==> config.mk <==
export PLATFORM = sky130hd
export DESIGN_NAME = fracn_main_div
export DESIGN_NICKNAME = d
export VERILOG_FILES = /design/src/rtl/fnd_pkg.sv /design/src/rtl/fnd_cfg_stage.sv /design/src/rtl/fnd_frac_acc.sv /design/src/rtl/fnd_seg_ctr.sv /design/src/rtl/fracn_main_div.sv
export SDC_FILE = /design/constraint.sdc
export NUM_CORES = 1
export LEC_CHECK = 0
export BUFFER_PORTS_ARGS = -buffer_cell sky130_fd_sc_hd__buf_4
export CORE_ASPECT_RATIO = 1.5
export CORE_MARGIN = 2
export CORE_UTILIZATION = 40
export DETAILED_ROUTE_END_ITERATION = 7
export PLACE_DENSITY_LB_ADDON = 0.12
export SKIP_LAST_GASP = 1
export SYNTH_ARGS = -nofsm -noshare
export SYNTH_HDL_FRONTEND = slang
export SYNTH_SLANG_ARGS = --single-unit
==> constraint.sdc <==
create_clock -name clk -period 3.43 [get_ports clk]
set_input_delay 0.1715 -clock clk [delete_from_list [all_inputs] [get_ports clk]]
set_output_delay 0.1715 -clock clk [all_outputs]
set_load 0.05 [all_outputs]
==> src/rtl/fnd_pkg.sv <==
package fnd_pkg;
  parameter int NM1_W = 12;
  parameter int NM2_W = 8;
  parameter int NMS_W = 4;
  parameter int NF_W  = 3;

  localparam int CNT_W = NM1_W + 1;
  localparam int Q_W   = NF_W + 1;
  localparam logic [Q_W-1:0] Q_FINE   = Q_W'(8);
  localparam logic [Q_W-1:0] Q_COARSE = Q_W'(5);

  typedef enum logic [2:0] {SEG_IDLE, SEG_1, SEG_2, SEG_3, SEG_4} seg_e;

  typedef struct packed {
    logic [NM1_W-1:0] nm1;
    logic [NM2_W-1:0] nm2;
    logic [NMS_W-1:0] nm3;
    logic [NMS_W-1:0] nm4;
    logic [1:0]       pr;
    logic [NF_W-1:0]  nf;
    logic             fmod;
  } div_cfg_t;

  localparam div_cfg_t CFG_RST = '{nm1: '0, nm2: NM2_W'(1), nm3: '0, nm4: '0,
                                   pr: 2'b01, nf: '0, fmod: 1'b0};
endpackage

==> src/rtl/fnd_cfg_stage.sv <==
module fnd_cfg_stage
  import fnd_pkg::*;
(
  input  logic     clk,
  input  logic     rst,
  input  div_cfg_t in_cfg,
  input  logic     in_valid,
  output logic     in_ready,
  input  logic     apply_ok,
  input  logic     blocked,
  output div_cfg_t work,
  output div_cfg_t next_work
);
  div_cfg_t pend;
  logic     pend_vld;
  logic     take;
  logic     apply;

  assign in_ready  = !pend_vld && !blocked;
  assign take      = in_valid && in_ready;
  assign apply     = pend_vld && apply_ok;
  assign next_work = apply ? pend : work;

  always_ff @(posedge clk) begin
    if (rst) begin
      pend_vld <= 1'b0;
      pend     <= CFG_RST;
      work     <= CFG_RST;
    end else begin
      if (take) begin
        pend     <= in_cfg;
        pend_vld <= 1'b1;
      end else if (apply) begin
        pend_vld <= 1'b0;
      end
      if (apply) work <= pend;
    end
  end

  // A pending word is never overwritten before it is applied
  assert_pending_kept_R10: assert property (@(posedge clk) disable iff (rst)
    (pend_vld && !apply_ok) |=> (pend_vld && $stable(pend)));
endmodule

==> src/rtl/fnd_frac_acc.sv <==
module fnd_frac_acc
  import fnd_pkg::*;
(
  input  logic            clk,
  input  logic            rst,
  input  logic            step,
  input  logic [NF_W-1:0] nf,
  input  logic            fmod,
  output logic [NF_W-1:0] frd,
  output logic            steal
);
  logic [Q_W-1:0] q;
  logic [Q_W-1:0] sum;
  logic           wrap;

  assign q    = fmod ? Q_FINE : Q_COARSE;
  assign sum  = {1'b0, frd} + {1'b0, nf};
  assign wrap = (sum >= q);

  always_ff @(posedge clk) begin
    if (rst) begin
      frd   <= '0;
      steal <= 1'b0;
    end else if (step) begin
      frd   <= wrap ? NF_W'(sum - q) : NF_W'(sum);
      steal <= wrap;
    end
  end

  assert_frd_in_range_R7: assert property (@(posedge clk) disable iff (rst)
    ({1'b0, frd} < q));

  assert_steal_held_R8: assert property (@(posedge clk) disable iff (rst)
    !step |=> $stable(steal));
endmodule

==> src/rtl/fnd_seg_ctr.sv <==
module fnd_seg_ctr
  import fnd_pkg::*;
(
  input  logic             clk,
  input  logic             rst,
  input  logic             en,
  input  div_cfg_t         cur,
  input  logic [NM1_W-1:0] start_nm1,
  input  logic             steal,
  output seg_e             seg,
  output logic [1:0]       mod_ctl,
  output logic             cyc_end,
  output logic             in_last
);
  logic [CNT_W-1:0] cnt;
  logic [NM2_W-1:0] nm2_eff;
  logic             seg_done;
  seg_e             last_seg;
  seg_e             after_seg;

  assign nm2_eff = (cur.pr == 2'b01) ? cur.nm2 : NM2_W'(cur.nm2[NMS_W-1:0]);

  always_comb begin
    case (seg)
      SEG_1:   seg_done = (cnt == (steal ? {CNT_W{1'b1}} : {CNT_W{1'b0}}));
      SEG_2:   seg_done = (cnt == CNT_W'(nm2_eff));
      SEG_3:   seg_done = (cnt == CNT_W'(cur.nm3));
      SEG_4:   seg_done = (cnt == CNT_W'(cur.nm4));
      default: seg_done = 1'b0;
    endcase
  end

  always_comb begin
    case (cur.pr)
      2'b01:   last_seg = SEG_2;
      2'b10:   last_seg = SEG_3;
      default: last_seg = SEG_4;
    endcase
  end

  always_comb begin
    case (seg)
      SEG_1:   after_seg = SEG_2;
      SEG_2:   after_seg = cur.pr[1] ? SEG_3 : SEG_4;
      SEG_3:   after_seg = SEG_4;
      default: after_seg = SEG_1;
    endcase
  end

  always_comb begin
    case (seg)
      SEG_1:   mod_ctl = 2'b10;
      SEG_3:   mod_ctl = 2'b01;
      SEG_4:   mod_ctl = 2'b11;
      default: mod_ctl = 2'b00;
    endcase
  end

  assign cyc_end = seg_done && (seg == last_seg);
  assign in_last = (seg == last_seg);

  always_ff @(posedge clk) begin
    if (rst || !en) begin
      seg <= SEG_IDLE;
      cnt <= '0;
    end else if (seg == SEG_IDLE || cyc_end) begin
      seg <= SEG_1;
      cnt <= ~CNT_W'(start_nm1);
    end else if (seg_done) begin
      seg <= after_seg;
      cnt <= (seg == SEG_1 && !steal) ? CNT_W'(1) : '0;
    end else begin
      cnt <= cnt + CNT_W'(1);
    end
  end

  assert_idle_quiet_R11: assert property (@(posedge clk) disable iff (rst)
    !en |=> (mod_ctl == 2'b00 && !cyc_end));

  assert_restart_seg1_R6: assert property (@(posedge clk) disable iff (rst)
    (cyc_end && en) |=> (seg == SEG_1));

  assert_seg1_negative_start_R2: assert property (@(posedge clk) disable iff (rst)
    (seg == SEG_1 && $past(seg) != SEG_1) |-> cnt[CNT_W-1]);

  assert_layout_stable_R10: assert property (@(posedge clk) disable iff (rst)
    (seg != SEG_IDLE && !cyc_end) |=> $stable(cur.pr));
endmodule

==> src/rtl/fracn_main_div.sv <==
module fracn_main_div
  import fnd_pkg::*;
(
  input  logic             clk,
  input  logic             rst,
  input  logic             en,
  input  logic             cfg_valid,
  output logic             cfg_ready,
  input  logic [NM1_W-1:0] cfg_nm1,
  input  logic [NM2_W-1:0] cfg_nm2,
  input  logic [NMS_W-1:0] cfg_nm3,
  input  logic [NMS_W-1:0] cfg_nm4,
  input  logic [1:0]       cfg_pr,
  input  logic [NF_W-1:0]  cfg_nf,
  input  logic             cfg_fmod,
  output logic [1:0]       mod_ctl,
  output logic             div_pulse,
  output logic [NF_W-1:0]  frd,
  output logic             sync_win
);
  div_cfg_t in_cfg;
  div_cfg_t work;
  div_cfg_t next_work;
  seg_e     seg;
  logic     cyc_end;
  logic     in_last;
  logic     steal;

  assign in_cfg = '{nm1: cfg_nm1, nm2: cfg_nm2, nm3: cfg_nm3, nm4: cfg_nm4,
                    pr: cfg_pr, nf: cfg_nf, fmod: cfg_fmod};

  fnd_cfg_stage u_cfg (
    .clk       (clk),
    .rst       (rst),
    .in_cfg    (in_cfg),
    .in_valid  (cfg_valid),
    .in_ready  (cfg_ready),
    .apply_ok  (cyc_end || seg == SEG_IDLE),
    .blocked   (in_last),
    .work      (work),
    .next_work (next_work)
  );

  fnd_seg_ctr u_seg (
    .clk       (clk),
    .rst       (rst),
    .en        (en),
    .cur       (work),
    .start_nm1 (next_work.nm1),
    .steal     (steal),
    .seg       (seg),
    .mod_ctl   (mod_ctl),
    .cyc_end   (cyc_end),
    .in_last   (in_last)
  );

  fnd_frac_acc u_acc (
    .clk   (clk),
    .rst   (rst),
    .step  (cyc_end),
    .nf    (work.nf),
    .fmod  (work.fmod),
    .frd   (frd),
    .steal (steal)
  );

  assign div_pulse = cyc_end;
  assign sync_win  = in_last;

  assert_single_pulse_R6: assert property (@(posedge clk) disable iff (rst)
    div_pulse |=> !div_pulse);
endmodule

==> reports/summary.log <==
qor: outcome.status finished clean
qor: final_layout.finalNetCount 623
qor: yosys.synth.yosys.warnings 0
qor: yosys.postSynthAreaPerCell 8.47 µm²
qor: sta.rsz0062_at_grt no
qor: detailed_routing.detailedRoute.firstIterationViolations 148
qor: cts.cts_made_buffers 9
qor: cts.cts_root_buffer sky130_fd_sc_hd__clkbuf_16
qor: cts.post_cts_resized 0
qor: sta.report.final.setup_viol 0
qor: setup_path.timing.critical_path.slowest_stage_cell sky130_fd_sc_hd__dfxtp_1
qor: global_route.grt_max_degree 58
qor: place.port_buffers 45
qor: yosys.synth_cell_type_count 50
qor: setup_path.r2r-start u_seg.seg[1]
qor: sta.worstMarginPinSlew 0.879 ns
qor: detailed_routing.routedWlPerCell 14.4 µm
qor: global_route.grt_overflow_total 0
qor: yosys.synth_cells 544
qor: floorplan.die_width 91.6 µm
qor: yosys.ys_seq_elements 89
qor: global_route.global_route_wire_length_before_repair 17,200 µm
qor: min_path.hold_depth 3
qor: setup_path.timing.critical_path.fanout_max 34
qor: sta.maxSlewHeadroom 0.414
qor: global_route.globalRouteTotalUtil 0.175
qor: setup_path.worst_setup_path_start_kind register
qor: power_and_ir_drop.clock_power_share 0.439
qor: sta.setup_tns 0 ns
qor: sta.achievable-frequency 312 MHz
qor: yosys.synth_commonest_cells sky130_fd_sc_hd__nand2_1 (93), sky130_fd_sc_hd__dfxtp_1 (89), sky130_fd_sc_hd__nand2b_1 (66)
qor: yosys.post_synth_instance_area 4610 µm²
qor: cts.cts.htree.levels 3
qor: sta.finClkSkew 0.0109 ns
qor: yosys.synth_area_leaders sky130_fd_sc_hd__dfxtp_1 (39%), sky130_fd_sc_hd__mux2i_1 (12%), sky130_fd_sc_hd__nand2b_1 (9.0%), sky130_fd_sc_hd__nand2_1 (7.6%), sky130_fd_sc_hd__a21oi_1 (5.8%)
qor: yosys.ys_seq_area_frac 0.387
qor: setup_path.required 3.69 ns
qor: floorplan.start_util 0.406
qor: setup_path.worst-r2r-setup-slack 0.22 ns
qor: power_and_ir_drop.power_frac_seq 0.459
qor: detailed_routing.detail-route-antenna-nets 0
qor: yosys.ys_async_sr_fraction 0
qor: floorplan.design.die.area 12,400 µm²
qor: power_and_ir_drop.p_leak 2.07 nW
qor: sta.final-hold-violation-count 0
qor: setup_path.worstSetupEndpointType register
qor: cts.tritoncts yes
qor: power_and_ir_drop.power.internal 1.87 mW
qor: detailed_routing.postRouteWirelength 10,500 µm
qor: floorplan.placeableCoreArea 11,400 µm²
qor: setup_path.timing.critical_path.buf_inv 1
qor: yosys.synthDominantCellAreaShare 0.387
qor: final_layout.layout-area-overhead-vs-synth 16.5%
qor: final_layout.antennaDiodeCount 0
qor: yosys.yosysMostFrequentCell sky130_fd_sc_hd__nand2_1
qor: yosys.synth_top_area_cell sky130_fd_sc_hd__dfxtp_1
qor: global_route.grt_antenna_before_repair 0
qor: min_path.hold_path_end u_cfg.pend[14]
qor: job.maxCapViolations 0
qor: floorplan.boundaryPins 46
qor: final_layout.final_util 0.473
qor: detailed_routing.avgViaCountPerCell 5.01
qor: sta.finalMaxSlewViolations 0
qor: setup_path.worst_path_dominant_cell_family simple AND/OR/NAND/NOR gates
qor: power_and_ir_drop.p_sw_frac 0.231
qor: global_route.grt_pass1_vias 3,543
qor: setup_path.arrival 3.46 ns
qor: cts.worstSkewPairLatency 0.33 ns
qor: final_layout.post_route_cells_drive_above_1_share 0.142
qor: min_path.hold_path.class primary input to register
qor: power_and_ir_drop.power.switching 562 µW
qor: power_and_ir_drop.power_density 454 nW/µm²
qor: yosys.synth_edf_count 0
qor: cts.cts.clk_slew.worst_paths 0.06 ns
qor: floorplan.std_cell_rows 48
qor: cts.clock_sink_total 89
qor: power_and_ir_drop.power.share.combinational 0.102
qor: cts.cts_hold_buffers 0
qor: cts.maximum_clock_insertion_buffer_count 2
qor: sta.final.period_utilization 0.935
qor: setup_path.path_cells or3b_4, nand3_4, and3_1, or4_4, nor4_4, nand3_2, a21boi_4, buf_12, mux2i_1
qor: yosys.most_used_flip_flop_cell_after_synthesis sky130_fd_sc_hd__dfxtp_1
qor: sta.layout_min_cycle_time 3.21 ns
qor: setup_path.critPathMaxStageDelay 0.63 ns
qor: setup_path.crit_type register to register
qor: detailed_routing.remaining_drc_errors 0
qor: floorplan.die_h 135 µm
qor: min_path.hold_start cfg_nm2[0]
qor: power_and_ir_drop.vdd.ir_drop.worst 256 µV
qor: place.place_congestion 0.809
qor: detailed_routing.first_pass_iteration_count_of_the_detailed_router 4
qor: detailed_routing.dr_total_vias 3,655
qor: place.hpwlAfterDp 7470 µm
qor: cts.cts_setup_buffers 0
qor: setup_path.critical_path_depth 9
qor: yosys.net_count_synth 593
qor: setup_path.r2r_cells 9
## power by group through the flow
stage | logic (mW) | registers [mW] | clock network [mW]
finish | 0.249 | 1.12 | 1.07
global route | 0.276 | 1.12 | 1.14
CTS | 0.251 | 1.12 | 1.10
detailed placement | 0.250 | 1.14 | 0
global placement | 0.247 | 1.14 | 0
floorplan | 0.187 | 1.12 | 0
## per-layer routing
metal	vias to the layer above	global-route usage	wire, µm
met5	-	0	0
met4	0	0.0724	191
met3	9	0.0256	301
met2	46	0.301	5130
met1	1699	0.219	4840
li1	1901	-	-
## placed cells by master (no fill, tap or decap), types with 2 or more instances in the layout
master and n:
sky130_fd_sc_hd__nor4bb_1 2, sky130_fd_sc_hd__o31ai_1 2, sky130_fd_sc_hd__nor4b_1 4, sky130_fd_sc_hd__nor4_1 2, sky130_fd_sc_hd__a21oi_1 53, sky130_fd_sc_hd__nand2_1 93, sky130_fd_sc_hd__nand2b_1 66, sky130_fd_sc_hd__a31oi_1 2
sky130_fd_sc_hd__a211oi_1 6, sky130_fd_sc_hd__nor3_1 6, sky130_fd_sc_hd__a2bb2oi_1 2, sky130_fd_sc_hd__inv_1 9, sky130_fd_sc_hd__nand3_1 8, sky130_fd_sc_hd__and3_1 4, sky130_fd_sc_hd__o21ai_1 11, sky130_fd_sc_hd__clkbuf_8 2
sky130_fd_sc_hd__nand4_1 3, sky130_fd_sc_hd__ha_1 10, sky130_fd_sc_hd__buf_4 57, sky130_fd_sc_hd__o21ai_0 8, sky130_fd_sc_hd__nor2_1 25, sky130_fd_sc_hd__xnor2_1 10, sky130_fd_sc_hd__xor2_1 7, sky130_fd_sc_hd__dfxtp_1 89
sky130_fd_sc_hd__bufinv_16 2, sky130_fd_sc_hd__or3_1 3, sky130_fd_sc_hd__a21o_1 4, sky130_fd_sc_hd__mux2i_1 53, sky130_fd_sc_hd__nand3b_1 2, sky130_fd_sc_hd__clkbuf_16 9, sky130_fd_sc_hd__clkinvlp_4 2, sky130_fd_sc_hd__nor2b_1 4
## how the worst max path moves through the flow
stage	from	to	slack (ns)
2_1_floorplan	u_seg.seg[0]	u_cfg.pend[14]	0.25
3_3_place_gp	u_cfg.work[5]	register	0.34
3_5_place_dp	u_seg.seg[1]	register	0.26
4_1_cts	u_seg.seg[1]	register	0.24
5_1_grt	u_cfg.work[5]	u_cfg.work[2]	0.03
6_report	u_seg.seg[1]	register	0.22
## cell families after synthesis
| logic type | after synthesis | share of synthesized area |
|---|---|---|
| flip-flops | 89 | 0.387 |
| adder cells (fa/ha/maj) | 11 | 0.0315 |
| AND/OR/NAND/NOR | 231 | 0.261 |
| XOR/XNOR | 17 | 0.0323 |
| buffers and inverters | 48 | 0.0543 |
| AO/OA/AOI/OAI | 95 | 0.119 |
| multiplexers | 53 | 0.115 |
## worst reg2reg max path, cell delays in order (launching register included)
cell,delay (ns)
sky130_fd_sc_hd__dfxtp_1,0.63
sky130_fd_sc_hd__or3b_4,0.27
sky130_fd_sc_hd__nand3_4,0.11
sky130_fd_sc_hd__and3_1,0.20
sky130_fd_sc_hd__or4_4,0.52
sky130_fd_sc_hd__nor4_4,0.46
sky130_fd_sc_hd__nand3_2,0.20
sky130_fd_sc_hd__a21boi_4,0.23
sky130_fd_sc_hd__buf_12,0.25
sky130_fd_sc_hd__mux2i_1,0.27
## metrics by stage
step,instance area [µm²],setup slack [ns],std cells,hold slack (ns),power [mW]
after detailed placement,5030,0.256,713,0.394,1.39
after CTS,5370,0.240,729,0.0458,2.46
after floorplan,4610,0.255,544,0.296,1.31
final,5370,0.224,729,0.0539,2.43
after global routing,5370,0.0287,729,0.0636,2.54
after global placement,5030,0.343,713,0.388,1.39
## area by class of cell
type / instances / area [µm²]
fill: 1127 / 5990
clock buffer: 12 / 256
timing repair buffer: 58 / 448
tap: 150 / 188
sequential: 89 / 1780
multi-input combinational: 407 / 2580
inverter: 9 / 33.8
clock inverter: 4 / 75.1
Note: power is estimated with default switching activity, not from simulation.
